File: src/rtl/pwm_rl_pkg.sv
package pwm_rl_pkg;
    localparam int DATA_W    = 8;
    localparam int LDFQ_W    = 2;
    localparam int PRSC_W    = 2;
    localparam int NUM_PAIRS = 3;
    localparam int LDFQ_LSB  = DATA_W - LDFQ_W;      // spacing code in the top bits
    localparam int CORR_MSB  = LDFQ_LSB - 2;         // one reserved bit below the spacing code
    localparam int PRSC_LSB  = 0;
    localparam int CNT_W     = (1 << LDFQ_W) - 1;    // enough for the longest period

    typedef struct packed {
        logic [LDFQ_W-1:0]    ldfq;
        logic [NUM_PAIRS-1:0] corr;
        logic [PRSC_W-1:0]    prsc;
    } ctl_t;

    function automatic ctl_t unpack_ctl(input logic [DATA_W-1:0] d);
        ctl_t c;
        c.ldfq = d[LDFQ_LSB +: LDFQ_W];
        for (int i = 0; i < NUM_PAIRS; i++) c.corr[i] = d[CORR_MSB - i];
        c.prsc = d[PRSC_LSB +: PRSC_W];
        return c;
    endfunction

    function automatic logic [DATA_W-1:0] pack_ctl(input ctl_t c);
        logic [DATA_W-1:0] d;
        d = '0;
        d[LDFQ_LSB +: LDFQ_W] = c.ldfq;
        for (int i = 0; i < NUM_PAIRS; i++) d[CORR_MSB - i] = c.corr[i];
        d[PRSC_LSB +: PRSC_W] = c.prsc;
        return d;
    endfunction
endpackage

File: src/rtl/pwm_rl_regbuf.sv
module pwm_rl_regbuf
    import pwm_rl_pkg::*;
(
    input  logic              clk,
    input  logic              rst_n,
    input  logic              wr_en,
    input  logic [DATA_W-1:0] wr_data,
    input  logic              ldok_wr,
    input  logic              ldok_wdata,
    input  logic              ldok_take,
    output ctl_t              shadow_o,
    output logic [DATA_W-1:0] rd_data,
    output logic              ldok_o
);
    typedef struct packed {
        ctl_t ctl;
        logic ldok;
    } st_t;

    st_t s_d, s_q;

    always_comb begin
        s_d = s_q;
        if (wr_en) s_d.ctl = unpack_ctl(wr_data);
        if (ldok_wr && ldok_wdata) s_d.ldok = 1'b1;   // a set in the same clock beats the clear
        else if (ldok_take)        s_d.ldok = 1'b0;
    end

    always_ff @(posedge clk or negedge rst_n) begin
        if (!rst_n) s_q <= '0;
        else        s_q <= s_d;
    end

    assign shadow_o = s_q.ctl;
    assign rd_data  = pack_ctl(s_q.ctl);
    assign ldok_o   = s_q.ldok;

    AST_RD_FOLLOWS_WR: assert property (@(posedge clk) disable iff (!rst_n)
        $past(wr_en) |-> rd_data == ($past(wr_data) & pack_ctl(ctl_t'('1))));
endmodule

File: src/rtl/pwm_rl_cycle_cnt.sv
module pwm_rl_cycle_cnt
    import pwm_rl_pkg::*;
(
    input  logic              clk,
    input  logic              rst_n,
    input  logic              cyc_start,
    input  logic [LDFQ_W-1:0] ldfq_next,
    output logic [LDFQ_W-1:0] ldfq_act,
    output logic              wrap_now,
    output logic              reload_stb
);
    typedef struct packed {
        logic [CNT_W-1:0]  cnt;
        logic [LDFQ_W-1:0] ldfq;
        logic              stb;
    } st_t;

    st_t s_d, s_q;
    logic [CNT_W-1:0] last;

    always_comb begin
        last     = CNT_W'((32'd1 << s_q.ldfq) - 32'd1);
        wrap_now = cyc_start && (s_q.cnt == last);
        s_d      = s_q;
        s_d.stb  = wrap_now;
        if (cyc_start) begin
            if (wrap_now) begin
                s_d.cnt  = '0;
                s_d.ldfq = ldfq_next;   // spacing swaps at the period end, load-okay not involved
            end else begin
                s_d.cnt  = s_q.cnt + 1'b1;
            end
        end
    end

    always_ff @(posedge clk or negedge rst_n) begin
        if (!rst_n) s_q <= '0;
        else        s_q <= s_d;
    end

    assign ldfq_act   = s_q.ldfq;
    assign reload_stb = s_q.stb;

    AST_CNT_IN_RANGE: assert property (@(posedge clk) disable iff (!rst_n)
        s_q.cnt <= last);
    AST_STB_AFTER_START: assert property (@(posedge clk) disable iff (!rst_n)
        reload_stb |-> $past(cyc_start));
    AST_LDFQ_AT_RELOAD: assert property (@(posedge clk) disable iff (!rst_n)
        !$stable(ldfq_act) |-> reload_stb);
endmodule

File: src/rtl/pwm_rl_corr_latch.sv
module pwm_rl_corr_latch
    import pwm_rl_pkg::*;
(
    input  logic                 clk,
    input  logic                 rst_n,
    input  logic                 cyc_start,
    input  logic [NUM_PAIRS-1:0] sw_corr,
    input  logic [NUM_PAIRS-1:0] corr_shadow,
    output logic [NUM_PAIRS-1:0] corr_act
);
    typedef struct packed {
        logic [NUM_PAIRS-1:0] sel;
    } st_t;

    st_t s_d, s_q;

    always_comb begin
        s_d = s_q;
        for (int i = 0; i < NUM_PAIRS; i++)
            if (cyc_start && sw_corr[i]) s_d.sel[i] = corr_shadow[i];
    end

    always_ff @(posedge clk or negedge rst_n) begin
        if (!rst_n) s_q <= '0;
        else        s_q <= s_d;
    end

    assign corr_act = s_q.sel;

    for (genvar g = 0; g < NUM_PAIRS; g++) begin : g_pair_chk
        AST_PAIR_GATED: assert property (@(posedge clk) disable iff (!rst_n)
            !$stable(corr_act[g]) |-> $past(cyc_start && sw_corr[g]));
    end
endmodule

File: src/rtl/pwm_reload_ctrl.sv
module pwm_reload_ctrl
    import pwm_rl_pkg::*;
(
    input  logic                 clk,
    input  logic                 rst_n,
    input  logic                 wr_en,
    input  logic [DATA_W-1:0]    wr_data,
    output logic [DATA_W-1:0]    rd_data,
    input  logic                 ldok_wr,
    input  logic                 ldok_wdata,
    output logic                 ldok_pend,
    input  logic                 cyc_start,
    input  logic [NUM_PAIRS-1:0] sw_corr,
    output logic [LDFQ_W-1:0]    ldfq_act,
    output logic [NUM_PAIRS-1:0] corr_act,
    output logic [PRSC_W-1:0]    prsc_act,
    output logic                 reload_stb
);
    ctl_t shadow;
    logic wrap_now;
    logic ldok_take;

    typedef struct packed {
        logic [PRSC_W-1:0] prsc;
    } st_t;

    st_t s_d, s_q;

    pwm_rl_regbuf u_regbuf (
        .clk(clk), .rst_n(rst_n), .wr_en(wr_en), .wr_data(wr_data),
        .ldok_wr(ldok_wr), .ldok_wdata(ldok_wdata), .ldok_take(ldok_take),
        .shadow_o(shadow), .rd_data(rd_data), .ldok_o(ldok_pend)
    );

    pwm_rl_cycle_cnt u_cnt (
        .clk(clk), .rst_n(rst_n), .cyc_start(cyc_start), .ldfq_next(shadow.ldfq),
        .ldfq_act(ldfq_act), .wrap_now(wrap_now), .reload_stb(reload_stb)
    );

    pwm_rl_corr_latch u_corr (
        .clk(clk), .rst_n(rst_n), .cyc_start(cyc_start), .sw_corr(sw_corr),
        .corr_shadow(shadow.corr), .corr_act(corr_act)
    );

    always_comb begin
        ldok_take = wrap_now && ldok_pend;
        s_d       = s_q;
        if (ldok_take) s_d.prsc = shadow.prsc;
    end

    always_ff @(posedge clk or negedge rst_n) begin
        if (!rst_n) s_q <= '0;
        else        s_q <= s_d;
    end

    assign prsc_act = s_q.prsc;

    AST_PRSC_NEEDS_LDOK: assert property (@(posedge clk) disable iff (!rst_n)
        !$stable(prsc_act) |-> (reload_stb && $past(ldok_pend)));
    AST_LDOK_CLEARED: assert property (@(posedge clk) disable iff (!rst_n)
        (reload_stb && $past(ldok_pend) && !$past(ldok_wr && ldok_wdata)) |-> !ldok_pend);
    AST_LDOK_SET: assert property (@(posedge clk) disable iff (!rst_n)
        $past(ldok_wr && ldok_wdata) |-> ldok_pend);
endmodule

File: config.mk
export PLATFORM = sky130hd
export DESIGN_NAME = pwm_reload_ctrl
export DESIGN_NICKNAME = d
export VERILOG_FILES = /design/src/rtl/pwm_rl_pkg.sv /design/src/rtl/pwm_rl_regbuf.sv /design/src/rtl/pwm_rl_cycle_cnt.sv /design/src/rtl/pwm_rl_corr_latch.sv /design/src/rtl/pwm_reload_ctrl.sv
export SDC_FILE = /design/constraint.sdc
export NUM_CORES = 1
export LEC_CHECK = 0
export ABC_AREA = 0
export BUFFER_PORTS_ARGS = -buffer_cell sky130_fd_sc_hd__buf_2
export CORE_MARGIN = 3
export CORE_UTILIZATION = 25
export CTS_CLUSTER_SIZE = 20
export DETAILED_ROUTE_END_ITERATION = 6
export GPL_TIMING_DRIVEN = 1
export PLACE_DENSITY = 0.46
export SLEW_MARGIN = 20
export SYNTH_ARGS = -nofsm -noshare
export SYNTH_HDL_FRONTEND = slang
export SYNTH_SLANG_ARGS = --single-unit
export TNS_END_PERCENT = 5
File: constraint.sdc
create_clock -name clk -period 1.45 [get_ports clk]
set_input_delay 0.145 -clock clk [delete_from_list [all_inputs] [get_ports clk]]
set_output_delay 0.145 -clock clk [all_outputs]
set_load 0.02 [all_outputs]
==> run summary <==
Final WS setup = -0.0627 ns
grt total ovfl = 0
Starting Density = 26.6%
deepest clock path buffer count = 2
post-route ant nets = 0
CP Max Fanout = 4
initial antenna violation count = 0
Syn Nets = 82
WL/cell = 12.0 microns
routability cong. = 0.703
post-layout util = 36.8%
I/O Pins = 34
setup_tns = -0.364 ns
Synth cell types = 22
global-route wire length before repair = 2.79 mm
Crit. End Element = register
worst min path class = in2reg
Setup-failing EPs final = 7
WHS = 0.0490 ns
port buffer count = 31
# diodes = 0
Syn. warnings = 0
CP Launch Type = register
via/cell ratio = 4.13
Die Ht = 63.7 microns
row count = 20
max-cap viol count = 0
CORE AREA = 0.00313 sq mm
DRC = 0
CTS clk-pin slew, worst paths = 0.11 ns
Seq cells post-synth = 19
unrepaired setup endpoints after global routing = true
share of cells above drive strength 1 = 64.8%
peak supply drop = 0.650 mV
max-slew violation count = 0
number of global-route vias before repair = 605
Synth Instances = 64
Critical Path RT = 1.69 ns
Setup WS pre-CTS = -0.140 ns
Global Route Usage Sum = 8.95%
Root Buffer = clkbuf_4
commonest non-fill, non-tap cell in the layout = buf_2
routed via count = 616
failing checks = negative setup slack
count of final hold-check violations = 0
most frequent cells in the layout = buf_2 (31), dfrtp_1 (19), mux2_2 (12), buf_4 (10), nand2_1 (7)
die footprint = 0.00406 sq mm
CTS tree = built
PwrDens = 1750 mW/mm^2
Setup CP Type = reg2reg
DP Wirelength = 1.32 mm
1st-iter DRT viols = 5
Final Cycle Share = 104%
Inserted Clock Buffers = 3
FMAX = 661 MHz
Final Skew = 0.000876 ns
P_leak = 0.000564 uW
Syn Area/Cell = 13.0 sq um
drt pass-1 iters = 2
Mapped Area = 833 sq um
FILL cells = 314
Worst EP arrival = 1.75 ns
clock latency on the worst-skew pair = 0.30 ns
Total Power = 2010 uW
WL final = 1.78 mm
Die Width = 63.7 microns
register area share after synthesis = 57.1%
min cycle time layout = 1.51 ns
NumNets Final = 124
Syn-to-layout area delta = 38.0%
outcome = complete, but fails checks
H-tree levels = 1
clock sinks = 19
largest net degree at the start of global routing = 20
cells in the mapped netlist:
| master | instances | area, sq um |
|---|---|---|
| buf_6 | 2 | 22.5 |
| ha_1 | 1 | 12.5 |
| or3b_1 | 1 | 8.76 |
| nor3_1 | 1 | 5.00 |
| nand3_1 | 1 | 5.00 |
| nor2_1 | 3 | 11.3 |
| or2_1 | 1 | 6.26 |
| inv_1 | 1 | 3.75 |
| mux2i_1 | 1 | 10.0 |
| o21ai_0 | 1 | 5.00 |
| mux2_2 | 12 | 135 |
| mux2_4 | 2 | 30.0 |
| or3_1 | 1 | 6.26 |
| o21ai_1 | 1 | 5.00 |
| a21oi_2 | 1 | 8.76 |
| xnor2_1 | 1 | 8.76 |
| buf_4 | 3 | 22.5 |
| xor2_1 | 2 | 17.5 |
| dfrtp_1 | 19 | 475 |
| nand2_1 | 7 | 26.3 |
| conb_1 | 1 | 3.75 |
| clkbuf_1 | 1 | 3.75 |
path summary, 6_finish.rpt:
path	startpoint	depth (start not counted)	slack [ns]	end
worst max-delay path	u_cnt.s_q[5]$_DFFE_PN0P_	7	-0.06	u_cnt.s_q[4]$_DFFE_PN0P_
max in group asynchronous	rst_n	2	0.86	u_cnt.s_q[3]$_DFFE_PN0P_
worst max register to register	u_cnt.s_q[5]$_DFFE_PN0P_	7	-0.06	u_cnt.s_q[4]$_DFFE_PN0P_
worst min register to register	prsc_act[1]$_DFFE_PN0P_	1	0.52	prsc_act[1]$_DFFE_PN0P_
min in group asynchronous	rst_n	2	0.30	u_regbuf.rd_data[2]$_DFFE_PN0P_
worst min-delay path	ldok_wdata	3	0.05	u_regbuf.ldok_o$_DFFE_PN0P_
worst max-delay path, stage by stage, from the launching register on:
cell	delay (ns)
dfrtp_1	0.44
buf_6	0.13
xor2_1	0.17
nor3_2	0.07
or2_4	0.28
buf_4	0.14
buf_4	0.14
nor2_1	0.09
cell families after synthesis:
kind of cell | share of synthesized area [%]
DFF | 57.1
other | 0.450
muxes | 21.0
and+or+nand+nor | 8.26
adders and majority gates | 1.50
AOI/OAI and AO/OA | 2.25
buffers and inverters | 6.31
xor gates and xnor gates | 3.15
per-stage QoR:
stage                     cells  instance area [sq um]
after floorplan              64                    833
after global placement      142                   1060
after detailed placement    142                   1060
after CTS                   148                   1120
after global routing        149                   1150
final                       149                   1150
metal layers:
metal  track usage (%)  up-vias  part of all wire [%]
met4              1.62        0                     0
met3              3.87        0                   7.7
met5                 0        -                     0
met2              14.0       22                    50
met1              11.6      303                    42
li1                  -      291                     -
power by group:
group	internal [uW]	leakage, uW	switching (uW)
logic	493	0.000321	465
registers	688	0.000225	96.7
clock network	103	0.0000177	170
area by class of cell:
cell class	count	area (sq um)	area share (%)
inverter	1	3.75	0.326
sequential	19	475	41.3
clock buffer	3	22.5	1.96
tap	44	55.1	4.79
clock inverter	1	5.00	0.435
multi-input combinational	38	337	29.3
timing repair buffer	43	251	21.9
what timing repair did:
item                                    in CTS  in global routing
hold buffers                                 1                  0
endpoints found under the hold margin       19                  0
setup buffers                                1                  1
gates cloned                                 0                  0
resized for setup                            3                  6
pin swaps                                    4                  4
endpoints found under the setup margin       8                  8
sequential cells by signal (all words and copies together) (netlist names):
register          flops
prsc_act              2
u_cnt.ldfq_act        2
u_cnt.reload_stb      1
u_cnt.s_q             3
u_corr.corr_act       3
u_regbuf.ldok_o       1
u_regbuf.rd_data      7
Power figures use the tool's default switching activity.
